<file path="src/rtl/split_sar_ctrl.sv">
module split_sar_ctrl #(
  parameter int NBITS = 5
) (
  input  logic             clk,
  input  logic             rst_n,
  input  logic             start,
  input  logic             cmp_valid,
  input  logic             cmp_hi,
  output logic             sampling,
  output logic [NBITS-2:0] lo_sw,
  output logic [NBITS-2:0] hi_sw,
  output logic [NBITS-1:0] code,
  output logic             done
);
  localparam int SW = NBITS - 1;
  localparam int PW = $clog2(NBITS);

  logic          busy;
  logic [PW-1:0] ptr;
  logic [SW-1:0] sel;
  logic          take;

  assign take = busy && cmp_valid && !start;
  assign sel  = (ptr == '0) ? '0 : (SW'(1) << (ptr - 1'b1));

  always_ff @(posedge clk or negedge rst_n) begin
    if (!rst_n) begin
      sampling <= 1'b0;
      busy     <= 1'b0;
      ptr      <= '0;
      lo_sw    <= '0;
      hi_sw    <= '0;
      code     <= '0;
      done     <= 1'b0;
    end else begin
      done <= 1'b0;
      if (start) begin
        sampling <= 1'b1;
        busy     <= 1'b0;
        lo_sw    <= '0;
        hi_sw    <= '0;
        code     <= '0;
      end else if (sampling) begin
        sampling <= 1'b0;
        busy     <= 1'b1;
        ptr      <= PW'(NBITS - 1);
        hi_sw    <= '1;
      end else if (take) begin
        code[ptr] <= cmp_hi;
        if (cmp_hi) lo_sw <= lo_sw | sel;
        else        hi_sw <= hi_sw & ~sel;
        if (ptr == '0) begin
          busy <= 1'b0;
          done <= 1'b1;
        end else begin
          ptr <= ptr - 1'b1;
        end
      end
    end
  end

  AST_FIRST_TRIAL: assert property (@(posedge clk) disable iff (!rst_n)
    $fell(sampling) && !start |-> (hi_sw == '1) && (lo_sw == '0) && (code == '0));

  AST_UP_KEEPS_HI: assert property (@(posedge clk) disable iff (!rst_n)
    take && cmp_hi |=> $stable(hi_sw));

  AST_DOWN_KEEPS_LO: assert property (@(posedge clk) disable iff (!rst_n)
    take && !cmp_hi |=> $stable(lo_sw));

  AST_ONE_TOGGLE: assert property (@(posedge clk) disable iff (!rst_n)
    take && (ptr != '0) |=> $countones({lo_sw, hi_sw} ^ $past({lo_sw, hi_sw})) == 1);

  AST_LSB_STILL: assert property (@(posedge clk) disable iff (!rst_n)
    take && (ptr == '0) |=> $stable({lo_sw, hi_sw}));

  AST_DONE_MATCH: assert property (@(posedge clk) disable iff (!rst_n)
    done |-> (lo_sw == code[NBITS-1:1]) && (hi_sw == code[NBITS-1:1]));

  AST_DONE_PULSE: assert property (@(posedge clk) disable iff (!rst_n)
    done |=> !done);

  AST_IDLE_HOLD: assert property (@(posedge clk) disable iff (!rst_n)
    !busy && !sampling && !start |=> $stable(code) && $stable(lo_sw) && $stable(hi_sw));

  AST_SAMPLE_CLEAR: assert property (@(posedge clk) disable iff (!rst_n)
    start |=> sampling && (lo_sw == '0) && (hi_sw == '0) && (code == '0));
endmodule

</file>
<file path="config.mk">
export PLATFORM = sky130hd
export DESIGN_NAME = split_sar_ctrl
export DESIGN_NICKNAME = d
export VERILOG_FILES = /design/src/rtl/split_sar_ctrl.sv
export SDC_FILE = /design/constraint.sdc
export NUM_CORES = 1
export LEC_CHECK = 0
export ABC_AREA = 1
export BUFFER_PORTS_ARGS = -buffer_cell sky130_fd_sc_hd__clkbuf_2
export CAP_MARGIN = 15
export CORE_UTILIZATION = 41
export CTS_CLUSTER_DIAMETER = 30
export CTS_CLUSTER_SIZE = 40
export DETAILED_ROUTE_END_ITERATION = 6
export REMOVE_ABC_BUFFERS = 1
export SLEW_MARGIN = 30
export SYNTH_ARGS = -nofsm -noshare
export SYNTH_HDL_FRONTEND = slang
export SYNTH_SLANG_ARGS = --single-unit
</file>
<file path="constraint.sdc">
create_clock -name clk -period 1.25 [get_ports clk]
set_input_delay 0 -clock clk [delete_from_list [all_inputs] [get_ports clk]]
set_output_delay 0 -clock clk [all_outputs]
set_load 0.005 [all_outputs]
</file>
==> impl_metrics.csv, run 1 <==
group,metric,value,unit
sta,setup_viol,0,
critical_path,max_stage_delay,0.43,ns
synth,synth_top_family_by_area,"simple AND/OR/NAND/NOR gates",
critical_path,crit_fanout,4,
sta,rsz0062_at_grt,"yes",
pwr,power_density,1252,nW/µm²
detailed_routing,drc,0,
grt,grt_pass1_vias,860,
grt,grtUsageTotal,20.21,%
sta,finalMaxSlewViolations,0,
pwr,switching_power,611.2,µW
synth,synthAdderAreaFrac,6.143,%
min_path,min_delay_worst_endpoint,"done",
pwr,switching_share,36.94,%
synth,synth.area.mux_share,0,%
clock_tree,cts-root-buf,"clkbuf_4",
clock_tree,cts.sinks,19,
synth,synth_ff_type,"dfrtp_1",
sta,fmax,807.3,MHz
detailed_routing,wl_per_cell,12.68,µm
placement,dpl.cell_count,182,
synth,yosysMostFrequentCell,"nand2_1",
synth,synth_edf_count,0,
critical_path,r2r_setup_slack,0.01,ns
outcome,status,"complete, no violations",
pwr,p_leak,0.0006963,µW
synth,ys_seq_area_share,46.68,%
synth,ys_ff_latch,19,
floorplan,placement_rows,17,
floorplan,die_y,51.84,µm
synth,synth_top_cell_by_area,"dfrtp_1",
critical_path,reg2regPathDepth,8,
detailed_routing,postRouteAntennaNets,0,
floorplan,core_area,2276,µm²
synth,synth_warnings,0,
critical_path,slowest_stage,"dfrtp_1",
critical_path,r2r-end,"lo_sw[1]",
critical_path,path_cells,"inv_4 > ha_4 > inv_2 > nand2_1 > nand2_2 > nor2_1 > a21oi_1 > nor2_1",
clock_tree,post_cts.repair.setup_buffers,0,
synth,synth_top_area_share,46.68,%
finish,diodes,0,
synth,syn-cell-area,1018,µm²
pwr,pwr-share-comb,36.9,%
sta,layout_setup_ws,0.01133,ns
sta,tightest_slew,0.4794,ns
placement,routabilityCongestion,0.8873,
sta,hold_violations,0,
sta,period_share,99.09,%
grt,antenna_found_initial,0,
finish,fin_nets,171,
critical_path,crit_required,1.44,ns
sta,max_slew_margin,68.04,%
floorplan,die_area,2687,µm²
pwr,internal-power,1044,µW
clock_tree,htreeDepth,1,
pwr,power_frac_clock,19.4,%
critical_path,worst_path_most_repeated_cell,"nor2_1",
min_path,min-delay-start,"cmp_valid",
clock_tree,clk_pin_slew,0.11,ns
critical_path,worst_setup_path_start_kind,"flip-flop",
clock_tree,clock_path_buffers,2,
detailed_routing,first_pass_iters,4,
synth,synth_compound_area_share,10.07,%
synth,synth-simple-area-share,29.36,%
detailed_routing,viasPerCell,4.872,
finish,instances_no_fill,188,
synth,async_flop_share,100.0,%
critical_path,critPathArrivalTime,1.43,ns
critical_path,r2r_start,"ptr[1]",
synth,syn_avg_cell_area,7.834,µm²
finish,post-route-util,58.05,%
clock_tree,clock_latency,0.30,ns
synth,synth_xor_area_share,0,%
placement,dp_hpwl,1654,µm
critical_path,critPathKind,"flip-flop to flip-flop",
pwr,report.power.total,1655,µW
run,cap_violations,0,
synth,ys_top_cells_by_area,"dfrtp_1, nand2_1, nor2_1, ha_1, a21oi_1",
pwr,irDropWorstVdd,0.7468,mV
min_path,holdPathStages,3,
pwr,seq_power_share,43.7,%
grt,grt_pass1_wl,3946,µm
detailed_routing,vias,916,
floorplan,die_x,51.84,µm
synth,synth_commonest_cells,"nand2_1, dfrtp_1, nor2_1",
finish,area_delta_synth_final,29.73,%
synth,synth.distinct_cells,20,
placement,post-place-ws,-0.1012,ns
placement,port_buffers,19,
grt,overflow,0,
critical_path,cp-end-kind,"flip-flop",
finish,drive_above_1_share,33.13,%
floorplan,initial_core_util,44.75,%
floorplan,pin_count,20,
sta,skew,0.001622,ns
grt,grt_max_degree,20,
sta,fin_crit,1.239,ns
synth,synthCells,130,
clock_tree,cts_tree,"done",
clock_tree,cts_inserted_buffers,3,
detailed_routing,first_iter_violations,28,
sta,hold_ws,0.008045,ns
detailed_routing,drt-total-wl,2384,µm
min_path,hold_class,"input port to flip-flop",
==> metrics by stage <==
stage | cell area (µm²) | TNS, ns
6_report | 1321 | 0
3_3_place_gp | 1179 | -0.2635
4_1_cts | 1265 | 0
5_1_grt | 1321 | -0.5261
3_5_place_dp | 1179 | -0.4969
2_1_floorplan | 996.0 | -0.4844
==> cell type report <==
type	instances	area [µm²]
Multi-Input combinational cell	94	544.3
Tap cell	28	35.03
Fill cell	204	954.7
Timing Repair Buffer	28	175.2
Clock buffer	4	26.28
Sequential cell	19	476.7
Inverter	15	63.81
==> how the worst max path moves through the flow <==
| stage | startpoint | end | slack [ns] |
|---|---|---|---|
| 2_1_floorplan | ptr[0] | ptr[2] | -0.09 |
| 3_3_place_gp | ptr[0] | ptr[0] | -0.08 |
| 3_5_place_dp | ptr[0] | ptr[0] | -0.10 |
| 4_1_cts | ptr[0] | hi_sw[1] | 0.0004 |
| 5_1_grt | ptr[1] | hi_sw[0] | -0.07 |
| 6_report | ptr[1] | lo_sw[1] | 0.01 |
==> critical path: cells and delay by family (launching register included) <==
| family | cells | cell delay [ns] |
|---|---|---|
| buf+inv | 2 | 0.13 |
| fa+ha+maj | 1 | 0.18 |
| flops | 1 | 0.43 |
| simple gates | 4 | 0.27 |
| compound gates | 1 | 0.13 |
==> timing repair <==
action / CTS / global route
setup endpoints to repair: 13 / 15
resized for setup: 10 / 18
endpoints found under the hold margin: 20 / 0
hold buffers: 2 / 0
pin swaps: 0 / 6
==> metal layers <==
layer	wire length, µm	vias to the layer above	share of wire, %	track usage, %
met5	0	-	0	0
met1	1186	417	50	27.76
met2	1087	21	46	31.20
met3	80	5	3.4	3.509
met4	30	0	1.3	8.108
li1	-	473	-	-
==> cells in the final DEF, fill, tap and decap left out <==
| master | n |
|---|---|
| nor2_4 | 1 |
| dfrtp_1 | 18 |
| dfrtp_2 | 1 |
| nor2_1 | 16 |
| buf_4 | 5 |
| inv_1 | 9 |
| nand3_1 | 4 |
| nor4_1 | 1 |
| nand2_4 | 1 |
| dlygate4sd3_1 | 2 |
| nor3_2 | 1 |
| a21oi_1 | 9 |
| buf_6 | 2 |
| clkbuf_4 | 3 |
| nand3_2 | 1 |
| o21ai_0 | 2 |
| nand2_2 | 5 |
| clkbuf_1 | 1 |
| inv_4 | 3 |
| nand2_1 | 37 |
| o211ai_1 | 1 |
| o22ai_1 | 1 |
| nor3_1 | 1 |
| nor2_2 | 2 |
| inv_2 | 3 |
| ha_4 | 5 |
| o21ai_1 | 5 |
| o21ai_2 | 1 |
| clkbuf_2 | 19 |
==> sequential cells by signal (all words and copies together) (netlist names) <==
signal	flops
busy	1
code	5
done	1
hi_sw	4
lo_sw	4
ptr	3
sampling	1
==> kinds of logic after synthesis <==
logic type / count (synthesis)
and+or+nand+nor: 70
AOI/OAI and AO/OA: 19
DFF: 19
buffers and inverters: 17
adders and majority gates: 5
==> power by group through the flow <==
stage / Combinational, µW / Clock (µW) / Sequential (µW)
after floorplan: 292 / 0 / 723
after global placement: 486 / 0 / 719
after detailed placement: 488 / 0 / 720
after CTS: 552 / 329 / 710
after global routing: 674 / 344 / 730
final: 610 / 321 / 723
No activity file was read; power rests on OpenSTA's default activity.
==> run 2: changes to the inputs <==
--- a/config.mk
+++ b/config.mk
@@ -8,10 +8,14 @@
 export ABC_AREA = 1
 export BUFFER_PORTS_ARGS = -buffer_cell sky130_fd_sc_hd__clkbuf_2
 export CAP_MARGIN = 15
-export CORE_UTILIZATION = 41
+export CELL_PAD_IN_SITES_DETAIL_PLACEMENT = 0
+export CELL_PAD_IN_SITES_GLOBAL_PLACEMENT = 1
+export CORE_ASPECT_RATIO = 0.8
+export CORE_UTILIZATION = 30
 export CTS_CLUSTER_DIAMETER = 30
 export CTS_CLUSTER_SIZE = 40
 export DETAILED_ROUTE_END_ITERATION = 6
+export PLACE_DENSITY_LB_ADDON = 0.1
 export REMOVE_ABC_BUFFERS = 1
 export SLEW_MARGIN = 30
 export SYNTH_ARGS = -nofsm -noshare
==> run 2 against run 1 <==
Compared with the run above: the flow now finishes with violations (negative setup slack); register-to-register slack got worse by 0.05 ns; sequential share of layout area fell by 2.6 points; global-route usage fell by 4.0 points; cell count rose by 9.0%; clock skew rose by 0.0042 ns; power rose by 12%; via count rose by 6.2%; flip-flop and latch count did not move; maximum frequency fell by 3.7%; critical path type unchanged.
==> impl_metrics.csv, run 2 (synthesized netlist as in run 1, its figures left out) <==
group,metric,value,unit
detailed_routing,vias,973,
critical_path,r2r_setup_slack,-0.04,ns
min_path,hold_class,"input port to flip-flop",
detailed_routing,first_iter_violations,20,
placement,placed_area,1201,µm²
placement,routabilityCongestion,0.8270,
placement,port_buffers,19,
floorplan,pin_count,20,
grt,antenna_found_initial,0,
clock_tree,cts_tree,"done",
critical_path,critPathKind,"flip-flop to flip-flop",
critical_path,crit_required,1.39,ns
finish,regArea,475.5,µm²
floorplan,die_y,54.12,µm
finish,postLayoutCellArea,1420,µm²
sta,fin_crit,1.286,ns
finish,drive_above_1_share,37.58,%
detailed_routing,viasPerCell,4.746,
finish,reg_top3,"code (5), hi_sw (4), lo_sw (4)",
clock_tree,cts-root-buf,"clkbuf_8",
finish,final_common_cell,"nand2_1",
pwr,report.power.total,1846,µW
detailed_routing,postRouteAntennaNets,0,
critical_path,reg2regPathDepth,7,
pwr,seq_power_share,38.5,%
finish,regMostFlops,"code",
floorplan,placement_rows,18,
critical_path,r2r-end,"ptr[0]",
min_path,min_delay_worst_endpoint,"done",
grt,grt_pass1_vias,891,
finish,fin_nets,176,
pwr,p_leak,0.0007348,µW
finish,largest_reg_flops,5,
detailed_routing,first_pass_iters,5,
sta,finalMaxSlewViolations,0,
finish,multiInputGateArea,571.8,µm²
floorplan,core_area,3153,µm²
run,cap_violations,0,
clock_tree,clock_latency,0.26,ns
sta,period_share,102.9,%
grt,grt_max_degree,20,
clock_tree,cts_inserted_buffers,3,
clock_tree,clk_pin_slew,0.08,ns
pwr,irDropWorstVdd,0.6009,mV
sta,skew,0.005831,ns
grt,overflow,0,
sta,rsz0062_at_grt,"yes",
sta,fmax,777.5,MHz
detailed_routing,drc,0,
finish,fillers,333,
critical_path,cp-end-kind,"flip-flop",
finish,area_delta_synth_final,39.43,%
min_path,holdPathStages,3,
sta,fin_setup_tns,-0.04450,ns
finish,most-common-layout-cells,"nand2_1, dfrtp_1, clkbuf_2, nor2_1, buf_4",
sta,layout_setup_ws,-0.03611,ns
clock_tree,clock_path_buffers,2,
detailed_routing,drt-total-wl,2658,µm
floorplan,die_x,67.15,µm
sta,max_slew_margin,66.80,%
outcome,status,"complete, but fails checks",
pwr,power_density,1300,nW/µm²
floorplan,initial_core_util,32.30,%
placement,dp_hpwl,1760,µm
finish,diodes,0,
grt,grt_pass1_wl,4215,µm
critical_path,worst_setup_path_start_kind,"flip-flop",
critical_path,r2r_start,"ptr[0]",
pwr,internal-power,1173,µW
critical_path,crit_fanout,7,
pwr,switching_share,36.47,%
clock_tree,htreeDepth,1,
sta,tightest_slew,0.4980,ns
grt,grtUsageTotal,16.24,%
floorplan,die_area,3634,µm²
sta,hold_violations,0,
min_path,min-delay-start,"cmp_valid",
pwr,switching_power,673.3,µW
sta,setup_viol,2,
pwr,pwr-share-comb,37.4,%
critical_path,critPathArrivalTime,1.43,ns
outcome,violations,"negative setup slack",
critical_path,crit_start,"ptr[0]",
detailed_routing,wl_per_cell,12.97,µm
pwr,power_frac_clock,24.1,%
clock_tree,cts.sinks,19,
## run 2: cell count changes in the layout (fill, tap and decap cells not counted), moves of 2 or more
| cell | before | now |
|---|---|---|
| clkbuf_8 | 0 | 3 |
| clkbuf_4 | 3 | 0 |
| buf_4 | 5 | 10 |
| nand2_1 | 37 | 35 |
## run 2: power groups by stage
| stage | logic (µW) | clock network [µW] | registers (µW) |
|---|---|---|---|
| floorplan | 292 | 0 | 723 |
| global placement | 513 | 0 | 710 |
| detailed placement | 508 | 0 | 711 |
| CTS | 591 | 464 | 701 |
| global route | 773 | 487 | 721 |
| finish | 690 | 444 | 711 |
## run 2: critical path, cell delays in order (launching register included)
cell     delay (ns)
dfrtp_1        0.42
inv_4          0.12
ha_4           0.19
nand2_4        0.09
nand3_4        0.09
nand2_4        0.07
nand3_1        0.08
o21ai_0        0.09
## run 2: final cells by class
cell class	instances	area share (%)
Inverter	15	4.493
Timing Repair Buffer	33	14.98
Sequential cell	19	33.48
Tap cell	40	3.524
Multi-Input combinational cell	94	40.26
Clock inverter	1	0.3524
Clock buffer	3	2.907
## run 2: through the flow
stage,setup WS [ns],utilization (%),hold slack (ns),instances
floorplan,-0.08724,-,-0.2956,128
finish,-0.03611,45.04,0.05266,205
detailed placement,-0.1373,38.10,0.002602,195
CTS,-0.02315,42.18,0.09034,204
global route,-0.09677,45.04,0.06380,205
global placement,-0.1255,38.10,-0.01392,195
## run 2: per-layer routing
metal | GRT usage [%] | vias to the layer above | part of all wire, %
met5 | 0 | - | 0
met4 | 3.191 | 0 | 0.60
met3 | 4.873 | 4 | 4.0
met2 | 26.83 | 17 | 49
met1 | 21.06 | 474 | 47
li1 | - | 478 | -
## run 2: what timing repair did
action | in CTS | in global routing
pin swaps | 1 | 6
hold endpoints to repair | 20 | 0
gates cloned | 0 | 0
hold buffers | 2 | 0
setup endpoints to repair | 12 | 14
setup buffers | 3 | 2
gates resized for setup | 9 | 25
## run 2: worst max-delay path by stage
| stage | slack [ns] | depth (start not counted) | to |
|---|---|---|---|
| floorplan | -0.09 | 7 | ptr[2] |
| CTS | -0.02 | 9 | hi_sw[1] |
| detailed placement | -0.14 | 7 | ptr[2] |
| global placement | -0.13 | 7 | ptr[2] |
| global route | -0.1 | 7 | ptr[2] |
| finish | -0.04 | 7 | ptr[0] |
